===== src/rtl/cvt_pkg.sv =====
package cvt_pkg;
  localparam int WORD_W = 32;
  localparam int EXP_W  = 8;
  localparam int FRAC_W = 23;
  localparam int SIG_W  = FRAC_W + 1;
  localparam logic [EXP_W-1:0] BIAS_INT0 = 8'd150;  // exponent with no fraction bits
  localparam logic [EXP_W-1:0] EXP_TOP   = 8'd158;  // exponent of 2^31

  typedef enum logic [1:0] {RM_NEAR = 2'b00, RM_ZERO = 2'b01, RM_POS = 2'b10, RM_NEG = 2'b11} rmode_e;

  localparam logic [2:0] OP_CUR = 3'b100;
  localparam logic [2:0] OP_I2F = 3'b101;

  typedef struct packed {
    logic [WORD_W-1:0] value;
    logic              invalid;
  } f2i_res_t;

  typedef struct packed {
    logic [WORD_W-1:0] value;
    logic              inexact;
  } i2f_res_t;

  function automatic logic round_up(input rmode_e rm, input logic neg,
                                    input logic lsb, input logic grd, input logic stk);
    case (rm)
      RM_NEAR: return grd & (stk | lsb);
      RM_ZERO: return 1'b0;
      RM_POS:  return ~neg & (grd | stk);
      default: return neg & (grd | stk);
    endcase
  endfunction

  function automatic f2i_res_t float_to_int(input logic [31:0] f, input rmode_e rm);
    f2i_res_t r;
    logic        neg;
    logic [7:0]  ex;
    logic [23:0] sig;
    logic [31:0] ipart;
    logic [48:0] ext;
    logic        grd, stk, big, inc;
    logic [32:0] mag, lim;
    neg   = f[31];
    ex    = f[30:23];
    sig   = {1'b1, f[22:0]};
    ipart = '0;
    ext   = '0;
    grd   = 1'b0;
    stk   = 1'b0;
    big   = 1'b0;
    if (ex == 8'hFF || ex > EXP_TOP) begin
      big = 1'b1;
    end else if (ex >= BIAS_INT0) begin
      ipart = {8'b0, sig} << (ex - BIAS_INT0);
    end else if (ex >= 8'd125) begin
      ext   = {sig, 25'b0} >> (BIAS_INT0 - ex);
      ipart = {8'b0, ext[48:25]};
      grd   = ext[24];
      stk   = |ext[23:0];
    end else begin
      stk = (ex != 8'd0) || (f[22:0] != 23'd0);
    end
    inc = round_up(rm, neg, ipart[0], grd, stk);
    mag = {1'b0, ipart} + {32'b0, inc};
    lim = neg ? 33'h0_8000_0000 : 33'h0_7FFF_FFFF;
    if (ex == 8'hFF && f[22:0] != 23'd0) begin
      r.value = 32'h7FFF_FFFF;  r.invalid = 1'b1;
    end else if (big || mag > lim) begin
      r.value = neg ? 32'h8000_0000 : 32'h7FFF_FFFF;  r.invalid = 1'b1;
    end else begin
      r.value = neg ? (32'd0 - mag[31:0]) : mag[31:0];  r.invalid = 1'b0;
    end
    return r;
  endfunction

  function automatic logic [4:0] lead_zeros(input logic [31:0] v);
    logic [4:0] n;
    logic       seen;
    n    = '0;
    seen = 1'b0;
    for (int i = 31; i >= 0; i--) begin
      if (!seen) begin
        if (v[i]) seen = 1'b1;
        else      n = n + 5'd1;
      end
    end
    return n;
  endfunction

  function automatic i2f_res_t int_to_float(input logic [31:0] x);
    i2f_res_t   r;
    logic [31:0] mag, norm;
    logic [4:0]  lz;
    logic [7:0]  ex;
    logic        grd, stk, inc;
    logic [30:0] body;
    mag  = x[31] ? (32'd0 - x) : x;
    lz   = lead_zeros(mag);
    norm = mag << lz;
    ex   = EXP_TOP - {3'b0, lz};
    grd  = norm[7];
    stk  = |norm[6:0];
    inc  = grd & (stk | norm[8]);
    body = {ex, norm[30:8]} + {30'b0, inc};
    if (mag == 32'd0) begin
      r.value = '0;  r.inexact = 1'b0;
    end else begin
      r.value = {x[31], body};  r.inexact = grd | stk;
    end
    return r;
  endfunction
endpackage


===== src/rtl/cvt_f2i.sv =====
module cvt_f2i
  import cvt_pkg::*;
(
  input  logic [31:0] src,
  input  rmode_e      rm,
  output logic [31:0] value,
  output logic        invalid,
  output logic        is_nan
);
  f2i_res_t r;
  always_comb r = float_to_int(src, rm);
  assign value   = r.value;
  assign invalid = r.invalid;
  assign is_nan  = (src[30:23] == 8'hFF) && (src[22:0] != 23'd0);
endmodule


===== src/rtl/cvt_i2f.sv =====
module cvt_i2f
  import cvt_pkg::*;
(
  input  logic [31:0] src,
  output logic [31:0] value,
  output logic        inexact
);
  i2f_res_t r;
  always_comb r = int_to_float(src);
  assign value   = r.value;
  assign inexact = r.inexact;
endmodule


===== src/rtl/fp_int_convert.sv =====
module fp_int_convert
  import cvt_pkg::*;
(
  input  logic        clk,
  input  logic        rst_n,
  input  logic        start,
  input  logic [2:0]  op_sel,
  input  logic [1:0]  rnd_mode,
  input  logic [31:0] operand,
  output logic [31:0] result,
  output logic        done,
  output logic        invalid,
  output logic        inexact
);
  rmode_e      eff_rm;
  logic [31:0] f2i_val, i2f_val;
  logic        f2i_inv, f2i_nan, i2f_inx;
  logic        sel_f2i, sel_i2f, sel_rsv;

  assign sel_f2i = (op_sel[2] == 1'b0) || (op_sel == OP_CUR);
  assign sel_i2f = (op_sel == OP_I2F);
  assign sel_rsv = (op_sel[2:1] == 2'b11);
  assign eff_rm  = (op_sel == OP_CUR) ? rmode_e'(rnd_mode) : rmode_e'(op_sel[1:0]);

  cvt_f2i u_f2i (.src(operand), .rm(eff_rm), .value(f2i_val), .invalid(f2i_inv), .is_nan(f2i_nan));
  cvt_i2f u_i2f (.src(operand), .value(i2f_val), .inexact(i2f_inx));

  always_ff @(posedge clk) begin
    if (!rst_n) begin
      result  <= '0;
      done    <= 1'b0;
      invalid <= 1'b0;
      inexact <= 1'b0;
    end else begin
      done <= start;
      if (start) begin
        if (sel_i2f) begin
          result <= i2f_val;  invalid <= 1'b0;  inexact <= i2f_inx;
        end else if (sel_f2i) begin
          result <= f2i_val;  invalid <= f2i_inv;  inexact <= 1'b0;
        end else begin
          result <= '0;  invalid <= 1'b1;  inexact <= 1'b0;
        end
      end
    end
  end

  p_done_after_start_r1: assert property (@(posedge clk) disable iff (!rst_n) start |=> done);
  p_done_only_start_r1: assert property (@(posedge clk) disable iff (!rst_n) !start |=> !done);
  p_hold_result_r1: assert property (@(posedge clk) disable iff (!rst_n) !start |=> $stable(result));
  p_nan_saturate_r4: assert property (@(posedge clk) disable iff (!rst_n)
    (start && sel_f2i && f2i_nan) |=> (invalid && result == 32'h7FFF_FFFF));
  p_i2f_valid_r8: assert property (@(posedge clk) disable iff (!rst_n) (start && sel_i2f) |=> !invalid);
  p_reserved_r9: assert property (@(posedge clk) disable iff (!rst_n)
    (start && sel_rsv) |=> (invalid && result == 32'd0 && !inexact));
  p_f2i_exact_flag_r11: assert property (@(posedge clk) disable iff (!rst_n) (start && sel_f2i) |=> !inexact);
endmodule


===== config.mk =====
export PLATFORM = sky130hd
export DESIGN_NAME = fp_int_convert
export DESIGN_NICKNAME = d
export VERILOG_FILES = /design/src/rtl/cvt_pkg.sv /design/src/rtl/cvt_f2i.sv /design/src/rtl/cvt_i2f.sv /design/src/rtl/fp_int_convert.sv
export SDC_FILE = /design/constraint.sdc
export NUM_CORES = 1
export LEC_CHECK = 0
export ABC_AREA = 1
export BUFFER_PORTS_ARGS = -buffer_cell sky130_fd_sc_hd__buf_2
export CORE_ASPECT_RATIO = 0.8
export CORE_MARGIN = 5
export CORE_UTILIZATION = 35
export DETAILED_ROUTE_END_ITERATION = 12
export GPL_ROUTABILITY_DRIVEN = 0
export HOLD_SLACK_MARGIN = 0.15
export MAX_ROUTING_LAYER = met4
export PLACE_DENSITY = 0.51
export SLEW_MARGIN = 0
export SYNTH_ARGS = -nofsm -noshare
export SYNTH_HDL_FRONTEND = slang
export SYNTH_SLANG_ARGS = --single-unit

===== constraint.sdc =====
create_clock -name clk -period 22.5 [get_ports clk]
set_input_delay 2.25 -clock clk [delete_from_list [all_inputs] [get_ports clk]]
set_output_delay 2.25 -clock clk [all_outputs]
set_load 0.05 [all_outputs]

==> summary.txt <==
CTS
  – CTS Root Cell: clkbuf_16
  – # hold bufs at CTS: 0
  – H-Tree Depth: 2
  – Post-CTS sizing: 0
  – Cts bufs inserted: 5
  – Clock slew at reported path FFs: 0.06 ns
  – Setup Fix Bufs, Post-CTS: 0
  – CTS tree: yes
  – Clk buf depth: 2
  – Clock sink count: 35
  – Worst skew pair latency: 0.28 ns

Critical path
  – Critical path arrival: about 20 ns
  – CP dominant cell by count: nand2_1
  – CP bufs+invs: 14
  – Critical Setup Path Class: primary input to flip-flop
  – Reg2reg setup slack: ~22 ns
  – CP max stage delay: 0.70 ns
  – Cell family with most CP delay: simple AND/OR/NAND/NOR gates
  – CP Max Fanout: 44
  – Type of destination of the critical path: flip-flop
  – Slowest cell on crit path: clkinv_1
  – Worst setup SP type: primary input
  – Critical Path RT: 22.71 ns

Route
  – Wire per inst: between 15 and 20 um
  – Drt via density: between 5 and 6
  – Via Count: 18300
  – DRT iter0 DRCs: a little under 2000
  – Final ANT Viol Nets: 0
  – Drt pass-1 iters: 6
  – Total Wirelength: around 53 mm
  – Remaining DRCs: 0

Floorplan
  – Core area: about 43000 um2
  – Die area: roughly 47000 um2
  – Number of top-level pins: 75
  – Width of the die: 242 um
  – Die height: approximately 200 um
  – Num rows: between 60 and 70
  – Starting density of the core: 35.2%

Outcome
  – Status: complete, no violations

Synthesis
  – Sequential share of the synthesized area: between 4 and 5%
  – Top FF cell, synth: dfxtp_1
  – Yosys top cell area share: 21.8%
  – Average size of a mapped cell: about 5.3 um2
  – Synth top area cells: nand2_1, o21ai_0, nand3_1, inv_1, nor2_1
  – Ys async rst share: 0%
  – Syn. warnings: 0
  – Syn Nets: approximately 3000
  – Gate Count Post-Synth: roughly 2900
  – Synth Register Bits: 35
  – Post-synth EDFFs: 0
  – Synth Cell Area: 15100 um2
  – Post-synth top area cell: nand2_1
  – Distinct cells, synth: 74

Power
  – Pwr dens: 40.7 nW/um2
  – LEAKAGE: 8.21 nW
  – Peak VDD IR: slightly above 30 uV

Timing
  – Minimum clock period: 19.79 ns
  – Worst slew margin: 37.0%
  – # setup viols final: 0
  – Final period util: between 80% and 90%
  – Fin. Hold Viols: 0
  – Final WS setup: between 2 and 3 ns
  – Slew @ Worst Pin: about 0.94 ns
  – Achievable clock frequency: around 51 MHz
  – RSZ-0062 raised after global routing: no
  – Post-route setup TNS: 0 ns
  – Max-slew violations: 0
  – Fin Clk Skew: 0 ns

GRT
  – Gr ovfl total: 0
  – Total GRT Usage: about 22%
  – First-pass GRT wire length: 85.9 mm
  – Vias in the first global route: roughly 16000
  – Initial antenna violation count: 1
  – Largest net degree at the start of global routing: 65

Finish
  – Layout cells sized above 1: 10.9%
  – Most common cell after layout, fill and taps aside: nand2_1
  – Area Growth Syn to Fin: 4.57%
  – Nets: 2971
  – Fillers: slightly below 5000
  – Most frequent cells in the layout: nand2_1, inv_1, o21ai_0

Place
  – Dpl hpwl: approximately 44 mm
  – Input/output buffers: 74
  – Place WS: 2.67 ns

Worst hold path
  – Worst hold path class: flip-flop to flip-flop

Flow run
  – Max-cap violations: 0
[routing by layer]
layer	up-vias	wire length, um	part of all wire (%)	global-route usage (%)
li1	9339	-	-	-
met1	8276	26500	50	32.4
met2	604	22900	43	34.3
met3	34	3640	6.8	1.83
met4	0	314	0.59	1.46
met5	-	0	0	-
[cells by family after synthesis]
kind of cell / after synthesis / share of synthesized area [%]
flip-flops: 35 / 4.63
AND/OR/NAND/NOR: 1677 / 51.9
AO/OA/AOI/OAI: 514 / 18.3
multiplexers: 20 / 1.32
adder cells (fa/ha/maj): 74 / 6.12
buffers and inverters: 492 / 14.3
XOR/XNOR: 55 / 3.36
[flip-flops by register name, summed over array words and instances (netlist names)]
name / cells
done: 1
inexact: 1
result: 32
invalid: 1
[synth_stat cells, drive strengths merged, types with 2 or more instances]
cell / number
a221oi: 2
a31oi: 13
a22oi: 5
and3: 2
a211oi: 2
a21boi: 2
clkinv: 7
o211ai: 15
buf: 40
clkbuf: 53
nor3: 50
nand4: 49
and2: 4
nor2: 297
nand3b: 19
ha: 74
or2: 17
o21ai: 308
o21a: 3
o31ai: 8
a21oi: 132
dlygate4sd3: 5
xor2: 49
nand2: 940
a32o: 2
dfxtp: 35
mux2i: 20
nand3: 282
xnor2: 6
or4: 2
o22ai: 11
nor4: 13
a2111oi: 2
o21bai: 3
a32oi: 2
inv: 386
[power by group]
part	switching (mW)	leakage, nW	total [mW]	internal, mW
registers	0.00288	0.290	0.0701	0.0672
logic	0.349	7.83	0.484	0.135
clock network	0.0267	0.0900	0.0901	0.0634
total	0.379	8.21	0.644	0.265
[area by class of cell]
type | instances | area, um2 | area share [%]
timing repair buffer | 82 | 433 | 2.74
multi-input combinational | 2340 | 12300 | 77.6
tap | 560 | 701 | 4.43
inverter | 393 | 1520 | 9.61
antenna | 1 | 2.50 | 0.0158
clock buffer | 5 | 125 | 0.791
sequential | 35 | 701 | 4.43
clock inverter | 3 | 67.6 | 0.427
[path summary, 6_finish.rpt]
kind | to | start | cells after the start
worst max-delay path | result[26]$_SDFFE_PN0P_ | operand[24] | 117
worst min-delay path | invalid$_SDFFE_PN0P_ | invalid$_SDFFE_PN0P_ | 2
worst max register to register | result[1]$_SDFFE_PN0P_ | result[1]$_SDFFE_PN0P_ | 2
worst min register to register | invalid$_SDFFE_PN0P_ | invalid$_SDFFE_PN0P_ | 2
[through the flow]
step / hold WS, ns / cell area, um2 / util [%] / cells / power [mW]
final: 0.464 / 15800 / 36.8 / 3419 / 0.644
after global routing: 0.485 / 15800 / 36.8 / 3419 / 0.702
after CTS: 0.470 / 15800 / 36.8 / 3418 / 0.636
after detailed placement: 0.461 / 15600 / 36.4 / 3410 / 0.544
after global placement: 0.454 / 15600 / 36.4 / 3410 / 0.543
after floorplan: 0.689 / 15100 / - / 2867 / 0.430
[worst register-to-register path: stages, from the launching register on]
cell and delay, ns:
dfxtp_1 0.32, a22o_1 0.22, a32o_1 0.19
Note: power is estimated with default switching activity, not from simulation.
